===== src/rtl/brs_pkg.sv =====
// Shared types and elaboration-time helpers for the burst ramp sequencer.
// Assumes: real arithmetic is used only in constant (elaboration) context.
package brs_pkg;

    typedef enum logic [2:0] {
        ST_SLEEP,
        ST_CAL,
        ST_READY,
        ST_START,
        ST_ACTIVE,
        ST_TAIL
    } brs_state_t;

    // Rising raised-cosine gain at table step idx of entries, scaled to full.
    function automatic int ramp_rise_value(input int idx, input int entries, input int full);
        real ang;
        ang = 3.14159265358979 * $itor(idx) / $itor(entries);
        return $rtoi($itor(full) * (0.5 - 0.5 * $cos(ang)) + 0.5);
    endfunction

endpackage


===== src/rtl/brs_seq_ctrl.sv =====
// Sequencer state machine: sleep, calibration wait, ready, start delay,
// active burst with ramp-up, and fixed-length tail with ramp-down.
// Assumes: SYM_CLKS = 4 * BCLK_HALF (one dibit = two bit-clock periods).
module brs_seq_ctrl
    import brs_pkg::*;
#(
    parameter int CAL_CYCLES = 4096,
    parameter int START_WAIT = 2,
    parameter int BCLK_HALF  = 32,
    parameter int RAMP_SYMS  = 2,
    parameter int TAIL_SYMS  = 4,
    localparam int SYM_CLKS  = 4 * BCLK_HALF,
    localparam int RAMP_LEN  = RAMP_SYMS * SYM_CLKS,
    localparam int RC_W      = $clog2(RAMP_LEN + 1)
) (
    input  logic             clk,
    input  logic             rst_n,
    input  logic             power_en,
    input  logic             burst_in,
    output brs_state_t       state_o,
    output logic [RC_W-1:0]  ramp_cnt_o,
    output logic             ready,
    output logic             bit_clk,
    output logic             mod_zero
);
    localparam int PH_W  = $clog2(SYM_CLKS);
    localparam int CAL_W = $clog2(CAL_CYCLES + 1);
    localparam int SW_W  = $clog2(START_WAIT + 1);
    localparam int TS_W  = $clog2(TAIL_SYMS + 1);

    brs_state_t        state;
    logic [CAL_W-1:0]  cal_cnt;
    logic [SW_W-1:0]   wait_cnt;
    logic [PH_W-1:0]   phase;
    logic [RC_W-1:0]   ramp_cnt;
    logic [TS_W-1:0]   tail_sym;
    logic              stop_req;
    logic              bin_q;
    logic              sym_end;

    assign sym_end = (phase == PH_W'(SYM_CLKS - 1));

    // Advance the burst life cycle by one master clock.
    always_ff @(posedge clk) begin
        if (!rst_n) begin
            state    <= ST_SLEEP;
            cal_cnt  <= '0;
            wait_cnt <= '0;
            phase    <= '0;
            ramp_cnt <= '0;
            tail_sym <= '0;
            stop_req <= 1'b0;
            bin_q    <= 1'b0;
        end else begin
            bin_q <= burst_in;
            if (!power_en) begin
                state    <= ST_SLEEP;
                cal_cnt  <= '0;
                stop_req <= 1'b0;
            end else begin
                case (state)
                    ST_SLEEP: begin
                        state   <= ST_CAL;
                        cal_cnt <= '0;
                    end
                    ST_CAL: begin
                        if (cal_cnt == CAL_W'(CAL_CYCLES - 1)) state <= ST_READY;
                        else cal_cnt <= cal_cnt + 1'b1;
                    end
                    ST_READY: begin
                        if (burst_in && !bin_q) begin
                            state    <= ST_START;
                            wait_cnt <= '0;
                        end
                    end
                    ST_START: begin
                        if (wait_cnt == SW_W'(START_WAIT - 1)) begin
                            state    <= ST_ACTIVE;
                            phase    <= '0;
                            ramp_cnt <= '0;
                            stop_req <= 1'b0;
                        end else begin
                            wait_cnt <= wait_cnt + 1'b1;
                        end
                    end
                    ST_ACTIVE: begin
                        phase <= sym_end ? '0 : phase + 1'b1;
                        if (ramp_cnt != RC_W'(RAMP_LEN)) ramp_cnt <= ramp_cnt + 1'b1;
                        if (!burst_in) stop_req <= 1'b1;
                        if (sym_end && (stop_req || !burst_in)) begin
                            state    <= ST_TAIL;
                            ramp_cnt <= '0;
                            tail_sym <= '0;
                        end
                    end
                    ST_TAIL: begin
                        phase <= sym_end ? '0 : phase + 1'b1;
                        if (ramp_cnt != RC_W'(RAMP_LEN)) ramp_cnt <= ramp_cnt + 1'b1;
                        if (sym_end) begin
                            if (tail_sym == TS_W'(TAIL_SYMS - 1)) state <= ST_READY;
                            else tail_sym <= tail_sym + 1'b1;
                        end
                    end
                    default: state <= ST_SLEEP;
                endcase
            end
        end
    end

    // Decode the control outputs from the current state and counters.
    always_comb begin
        ready    = (state == ST_READY);
        bit_clk  = ((state == ST_ACTIVE) || (state == ST_TAIL)) &&
                   ((phase % PH_W'(2 * BCLK_HALF)) < PH_W'(BCLK_HALF));
        mod_zero = (state == ST_START) ||
                   ((state == ST_ACTIVE) && (ramp_cnt < RC_W'(RAMP_LEN)));
    end

    assign state_o    = state;
    assign ramp_cnt_o = ramp_cnt;

endmodule


===== src/rtl/brs_envelope.sv =====
// Envelope gain lookup: raised-cosine rise in the active ramp, its
// complement in the tail, unity after the rise, zero after the fall.
// Assumes: RAMP_LEN is a power-of-two multiple of RAMP_ENTRIES.
module brs_envelope
    import brs_pkg::*;
#(
    parameter int RAMP_ENTRIES = 32,
    parameter int RAMP_LEN     = 256,
    parameter int GAIN_FRAC    = 10,
    localparam int RC_W        = $clog2(RAMP_LEN + 1),
    localparam int GW          = GAIN_FRAC + 1
) (
    input  brs_state_t       state,
    input  logic [RC_W-1:0]  ramp_cnt,
    output logic [GW-1:0]    gain
);
    localparam int IDX_W   = $clog2(RAMP_ENTRIES);
    localparam int STEP_SH = $clog2(RAMP_LEN / RAMP_ENTRIES);
    localparam int FULL    = 1 << GAIN_FRAC;

    logic [GW-1:0]    rise_tab [RAMP_ENTRIES];
    logic [RC_W-1:0]  ramp_step;
    logic [IDX_W-1:0] idx;
    logic             ramp_done;

    for (genvar k = 0; k < RAMP_ENTRIES; k++) begin : g_tab
        localparam int V = ramp_rise_value(k, RAMP_ENTRIES, FULL);
        assign rise_tab[k] = GW'(V);
    end

    assign ramp_step = ramp_cnt >> STEP_SH;
    assign idx       = ramp_step[IDX_W-1:0];
    assign ramp_done = (ramp_step >= RC_W'(RAMP_ENTRIES));

    // Select the gain for the current phase of the burst.
    always_comb begin
        case (state)
            ST_ACTIVE: gain = ramp_done ? GW'(FULL) : rise_tab[idx];
            ST_TAIL:   gain = ramp_done ? '0 : (GW'(FULL) - rise_tab[idx]);
            default:   gain = '0;
        endcase
    end

endmodule


===== src/rtl/brs_scaler.sv =====
// Multiplies one signed sample by the unsigned envelope gain and rounds
// half up back to the sample width. Assumes gain never exceeds unity.
module brs_scaler #(
    parameter int SAMPLE_W  = 10,
    parameter int GAIN_FRAC = 10,
    localparam int GW       = GAIN_FRAC + 1
) (
    input  logic signed [SAMPLE_W-1:0] sample_i,
    input  logic        [GW-1:0]       gain_i,
    output logic signed [SAMPLE_W-1:0] sample_o
);
    localparam int PW = SAMPLE_W + GW + 1;
    localparam logic signed [PW-1:0] HALF_LSB = PW'(1) << (GAIN_FRAC - 1);

    logic signed [PW-1:0] s_ext, g_ext, prod, rnd;

    // Widen, multiply, add the rounding constant and drop fraction bits.
    always_comb begin
        s_ext    = {{(PW - SAMPLE_W){sample_i[SAMPLE_W-1]}}, sample_i};
        g_ext    = {{(PW - GW){1'b0}}, gain_i};
        prod     = s_ext * g_ext;
        rnd      = prod + HALF_LSB;
        sample_o = rnd[GAIN_FRAC +: SAMPLE_W];
    end

endmodule


===== src/rtl/brs_burst_delay.sv =====
// Fixed-length delay line for the burst request; cleared while asleep.
// Assumes DELAY >= 2.
module brs_burst_delay #(
    parameter int DELAY = 480
) (
    input  logic clk,
    input  logic rst_n,
    input  logic clear,
    input  logic din,
    output logic dout
);
    logic [DELAY-1:0] chain;

    // Shift the request one stage per master clock.
    always_ff @(posedge clk) begin
        if (!rst_n || clear) chain <= '0;
        else                 chain <= {chain[DELAY-2:0], din};
    end

    assign dout = chain[DELAY-1];

endmodule


===== src/rtl/burst_ramp_sequencer.sv =====
// Top level: sequencer, envelope lookup, per-channel scalers and the
// delayed burst output. Assumes inputs are synchronous to clk.
module burst_ramp_sequencer
    import brs_pkg::*;
#(
    parameter int SAMPLE_W     = 10,
    parameter int GAIN_FRAC    = 10,
    parameter int BCLK_HALF    = 32,
    parameter int START_WAIT   = 2,
    parameter int CAL_CYCLES   = 4096,
    parameter int RAMP_SYMS    = 2,
    parameter int TAIL_SYMS    = 4,
    parameter int RAMP_ENTRIES = 32,
    parameter int BURST_DELAY  = 480
) (
    input  logic                       clk,
    input  logic                       rst_n,
    input  logic                       power_en,
    input  logic                       burst_in,
    input  logic signed [SAMPLE_W-1:0] i_in,
    input  logic signed [SAMPLE_W-1:0] q_in,
    output logic                       bit_clk,
    output logic                       ready,
    output logic                       burst_out,
    output logic                       mod_zero,
    output logic [GAIN_FRAC:0]         env_gain,
    output logic signed [SAMPLE_W-1:0] i_out,
    output logic signed [SAMPLE_W-1:0] q_out
);
    localparam int SYM_CLKS = 4 * BCLK_HALF;
    localparam int RAMP_LEN = RAMP_SYMS * SYM_CLKS;
    localparam int RC_W     = $clog2(RAMP_LEN + 1);
    localparam int NCH      = 2;

    brs_state_t                 state;
    logic [RC_W-1:0]            ramp_cnt;
    logic                       dly_out;
    logic signed [SAMPLE_W-1:0] ch_in  [NCH];
    logic signed [SAMPLE_W-1:0] ch_out [NCH];

    brs_seq_ctrl #(
        .CAL_CYCLES (CAL_CYCLES),
        .START_WAIT (START_WAIT),
        .BCLK_HALF  (BCLK_HALF),
        .RAMP_SYMS  (RAMP_SYMS),
        .TAIL_SYMS  (TAIL_SYMS)
    ) u_ctrl (
        .clk        (clk),
        .rst_n      (rst_n),
        .power_en   (power_en),
        .burst_in   (burst_in),
        .state_o    (state),
        .ramp_cnt_o (ramp_cnt),
        .ready      (ready),
        .bit_clk    (bit_clk),
        .mod_zero   (mod_zero)
    );

    brs_envelope #(
        .RAMP_ENTRIES (RAMP_ENTRIES),
        .RAMP_LEN     (RAMP_LEN),
        .GAIN_FRAC    (GAIN_FRAC)
    ) u_env (
        .state    (state),
        .ramp_cnt (ramp_cnt),
        .gain     (env_gain)
    );

    assign ch_in[0] = i_in;
    assign ch_in[1] = q_in;

    for (genvar c = 0; c < NCH; c++) begin : g_chan
        brs_scaler #(
            .SAMPLE_W  (SAMPLE_W),
            .GAIN_FRAC (GAIN_FRAC)
        ) u_scale (
            .sample_i (ch_in[c]),
            .gain_i   (env_gain),
            .sample_o (ch_out[c])
        );
    end

    assign i_out = ch_out[0];
    assign q_out = ch_out[1];

    brs_burst_delay #(
        .DELAY (BURST_DELAY)
    ) u_bdly (
        .clk   (clk),
        .rst_n (rst_n),
        .clear (state == ST_SLEEP),
        .din   (burst_in),
        .dout  (dly_out)
    );

    // The delayed burst flag is forced idle while asleep.
    assign burst_out = dly_out && (state != ST_SLEEP);

endmodule


===== config.mk =====
export PLATFORM = sky130hd
export DESIGN_NAME = burst_ramp_sequencer
export DESIGN_NICKNAME = d
export VERILOG_FILES = /design/src/rtl/brs_pkg.sv /design/src/rtl/brs_seq_ctrl.sv /design/src/rtl/brs_envelope.sv /design/src/rtl/brs_scaler.sv /design/src/rtl/brs_burst_delay.sv /design/src/rtl/burst_ramp_sequencer.sv
export SDC_FILE = /design/constraint.sdc
export NUM_CORES = 1
export LEC_CHECK = 0
export CORE_MARGIN = 2
export CORE_UTILIZATION = 55
export DETAILED_ROUTE_END_ITERATION = 8
export GPL_ROUTABILITY_DRIVEN = 0
export GPL_TIMING_DRIVEN = 0
export PLACE_DENSITY = 0.75
export SYNTH_ARGS = -nofsm -noshare
export SYNTH_HDL_FRONTEND = slang
export SYNTH_SLANG_ARGS = --single-unit

===== constraint.sdc =====
create_clock -name clk -period 10.76 [get_ports clk]
set_clock_uncertainty 0.05 [all_clocks]
set_input_delay 2.69 -clock clk [delete_from_list [all_inputs] [get_ports clk]]
set_output_delay 2.69 -clock clk [all_outputs]
set_load 0.01 [all_outputs]

==> run_results.csv <==
group,metric,value,unit
outcome,outcome,"complete, but fails checks",
outcome,violations,"negative setup slack",
route,drt_iter0_drc,742,
route,viasPerCell,5.02,
pwr,power.leakage,0.0119,uW
clocking,cts_tree,"built",
sta,setup_violations,2,
logic_synthesis,async_reset_ff_frac,0,
route,routedWlPerCell,14.9,um
clocking,ctsLongestPathBuffers,3,
floorplanning,row_count,74,
sta,period_needed,10770,ps
sta,rsz0062_at_grt,"yes",
route,drtPass1Iterations,5,
flow_run,cap_violations,0,
hold_path,min_path_type,"reg2reg",
cells_and_area,syn_to_final_growth,18.3,%
cells_and_area,antennaDiodeCount,0,
sta,fin_hold_ws,368,ps
placed_design,dp_cells,2729,
cells_and_area,final_cell_mix,"579 x and2_1, 517 x dfxtp_1, 157 x inv_1",
floorplanning,die_w,206,um
logic_synthesis,yosysUniqueCellTypes,78,
floorplanning,die-height,206,um
placed_design,io_buffers,57,
clocking,h-tree-depth,2,
route,drc,0,
logic_synthesis,syn_nets,2433,
sta,fmax,92.8,MHz
clocking,cts.sinks,519,
sta,finalCritPeriodShare,1.00,
logic_synthesis,ys.flop_type,"dfxtp_1",
logic_synthesis,synth-edff-count,0,
floorplanning,core_area,0.0406,mm^2
global_route,antenna_found_initial,0,
global_route,grt_pass1_vias,15200,
placed_design,dpl-instance-area,0.0237,mm^2
clocking,path_clk_slew,60,ps
global_route,grt_usage,0.209,
cells_and_area,instances_no_fill,2883,
clocking,cts_root_buffer,"clkbuf_16",
setup_path,critical_path.startpoint_type,"primary input",
placed_design,dp_hpwl,28600,um
cells_and_area,drive_gt1_frac,0.137,
global_route,overflow,0,
sta,worstMarginPinSlew,909,ps
route,postRouteAntennaNets,0,
cells_and_area,nFillCells,3008,
logic_synthesis,yosysSeqAreaShare,0.462,
sta,setup_slack,-11.5,ps
global_route,grt_pass1_wl,72400,um
sta,slew_violations,0,
cells_and_area,final_common_cell,"and2_1",
pwr,peakVddDrop,0.163,mV
global_route,grt_max_degree,18,
route,vias,14500,
route,routed_wl,43000,um
cells_and_area,fin_nets,2609,
cells_and_area,fin_area,0.0266,mm^2
setup_path,cp_data_arrival_time,8030,ps
logic_synthesis,yosys_warnings,0,
setup_path,path_max_fanout,5,
floorplanning,pin_count,59,
logic_synthesis,synth_cells,2140,
floorplanning,initial_utilization,0.554,
setup_path,cp.required,8020,ps
cells_and_area,utilization,0.655,
sta,slew-limit-headroom,0.393,
pwr,p_per_area,145,mW/mm^2
logic_synthesis,syn_area,0.0225,mm^2
clocking,cts_hold_buf,0,
cells_and_area,regArea,0.0104,mm^2
floorplanning,dieArea,0.0426,mm^2
setup_path,cp-end-kind,"output port",
logic_synthesis,ys_ff_latch,519,
clocking,cts_inserted_buffers,47,
sta,hold_violations,0,
cells_and_area,multi_input_area,0.0115,mm^2
clocking,clk-insertion-delay-late,560,ps
setup_path,crit_type,"in2out",
logic_synthesis,syn_avg_cell_area,10.5,um^2
-- area by class of cell --
class	count	area share
Multi-Input combinational cell	1343	0.434
Tap cell	532	0.0250
Clock inverter	23	0.0146
Buffer	103	0.0235
Clock buffer	61	0.0491
Inverter	171	0.0247
Timing Repair Buffer	131	0.0392
Sequential cell	519	0.390
-- metrics by stage --
stage | total power [uW] | setup WS (ps) | TNS (ps)
after CTS | 3890 | -12.9 | -12.9
final | 3850 | -11.5 | -20.4
after global routing | 3980 | -331 | -2300
after floorplan | 2050 | 275 | 0
after global placement | 2100 | -1450 | -23180
after detailed placement | 2100 | -1560 | -24140
-- critical path, stage by stage --
cell	delay, ps
clkdlybuf4s15_1	200
clkbuf_8	160
buf_4	150
nand2_2	70
fa_2	190
inv_1	50
fa_1	550
inv_2	40
fa_1	510
inv_2	40
fa_1	490
inv_2	40
fa_1	510
inv_2	50
ha_4	260
nand4_1	70
nor2_1	90
nand4_1	290
a2111oi_4	410
buf_4	200
o21ai_4	90
o211ai_1	240
buf_4	200
a21oi_4	70
xnor2_4	210
buf_6	130
-- metal layers --
metal | vias to the layer above | share of wire | global-route usage
met3 | 106 | 0.049 | 0.0366
met1 | 6999 | 0.44 | 0.265
met2 | 353 | 0.48 | 0.360
li1 | 7004 | - | -
met5 | - | 0 | 0
met4 | 0 | 0.031 | 0.0704
-- flip-flops by register name, summed over array words and instances (netlist names) --
name               count
u_ctrl.state_o         3
u_ctrl.wait_cnt        2
u_bdly.chain         480
u_ctrl.cal_cnt        13
u_ctrl.bin_q           1
u_ctrl.phase           7
u_ctrl.ramp_cnt_o      9
u_ctrl.tail_sym        3
u_ctrl.stop_req        1
-- cell families after synthesis --
family                     after synthesis  synth area share
AOI/OAI and AO/OA                      120            0.0385
xor gates and xnor gates                49            0.0203
adders and majority gates              269             0.196
buffers and inverters                  278            0.0487
DFF                                    519             0.462
muxes                                   14           0.00817
and+or+nand+nor                        891             0.227
-- what timing repair did --
| action | 4_1_cts | 5_1_grt |
|---|---|---|
| buffers inserted | 47 | 27 |
| pin swaps | 49 | 61 |
| gates resized for setup | 193 | 101 |
| endpoints found under the setup margin | 20 | 20 |
-- where the power goes --
| group | internal (uW) | switching (uW) |
|---|---|---|
| combinational | 61.4 | 93.6 |
| clock | 1060 | 713 |
| sequential | 1920 | 0.520 |
-- path summary, 6_finish.rpt --
| check | startpoint | endpoint | slack (ps) | cells past startpoint |
|---|---|---|---|---|
| max | q_in[4] | q_out[8] | -10 | 26 |
| min | u_bdly.chain[440]$_SDFF_PP0_ | u_bdly.chain[441]$_SDFF_PP0_ | 370 | 1 |
| max reg2reg | u_ctrl.state_o[2]$_SDFFE_PN0P_ | u_bdly.chain[108]$_SDFF_PP0_ | 7950 | 7 |
| min reg2reg | u_bdly.chain[440]$_SDFF_PP0_ | u_bdly.chain[441]$_SDFF_PP0_ | 370 | 1 |
-- cells in the mapped netlist, types with 3 or more instances --
cell | count | area share
and2_1 | 582 | 0.16
dfxtp_1 | 519 | 0.46
inv_1 | 166 | 0.028
fa_1 | 140 | 0.12
ha_1 | 129 | 0.072
nand2_1 | 120 | 0.020
clkbuf_1 | 85 | 0.014
nor2_1 | 78 | 0.013
a21oi_1 | 29 | 0.0064
o21ai_0 | 29 | 0.0064
xnor2_1 | 28 | 0.011
and3_1 | 19 | 0.0053
xor2_1 | 18 | 0.0070
nor3_1 | 16 | 0.0036
nand3_1 | 15 | 0.0033
buf_2 | 13 | 0.0029
nand4_1 | 11 | 0.0031
nor2b_1 | 10 | 0.0028
mux2i_1 | 9 | 0.0040
or3_1 | 9 | 0.0025
a211oi_1 | 7 | 0.0023
nand2b_1 | 7 | 0.0019
o21a_1 | 6 | 0.0020
a21o_1 | 5 | 0.0017
and4_1 | 4 | 0.0016
buf_4 | 4 | 0.0013
o21ai_2 | 4 | 0.0016
buf_6 | 3 | 0.0015
inv_2 | 3 | 0.00050
mux4_2 | 3 | 0.0030
nor2_4 | 3 | 0.0015
nor4_1 | 3 | 0.00083
o21ai_1 | 3 | 0.00067
o21bai_1 | 3 | 0.0010
Note: power is estimated with default switching activity, not from simulation.
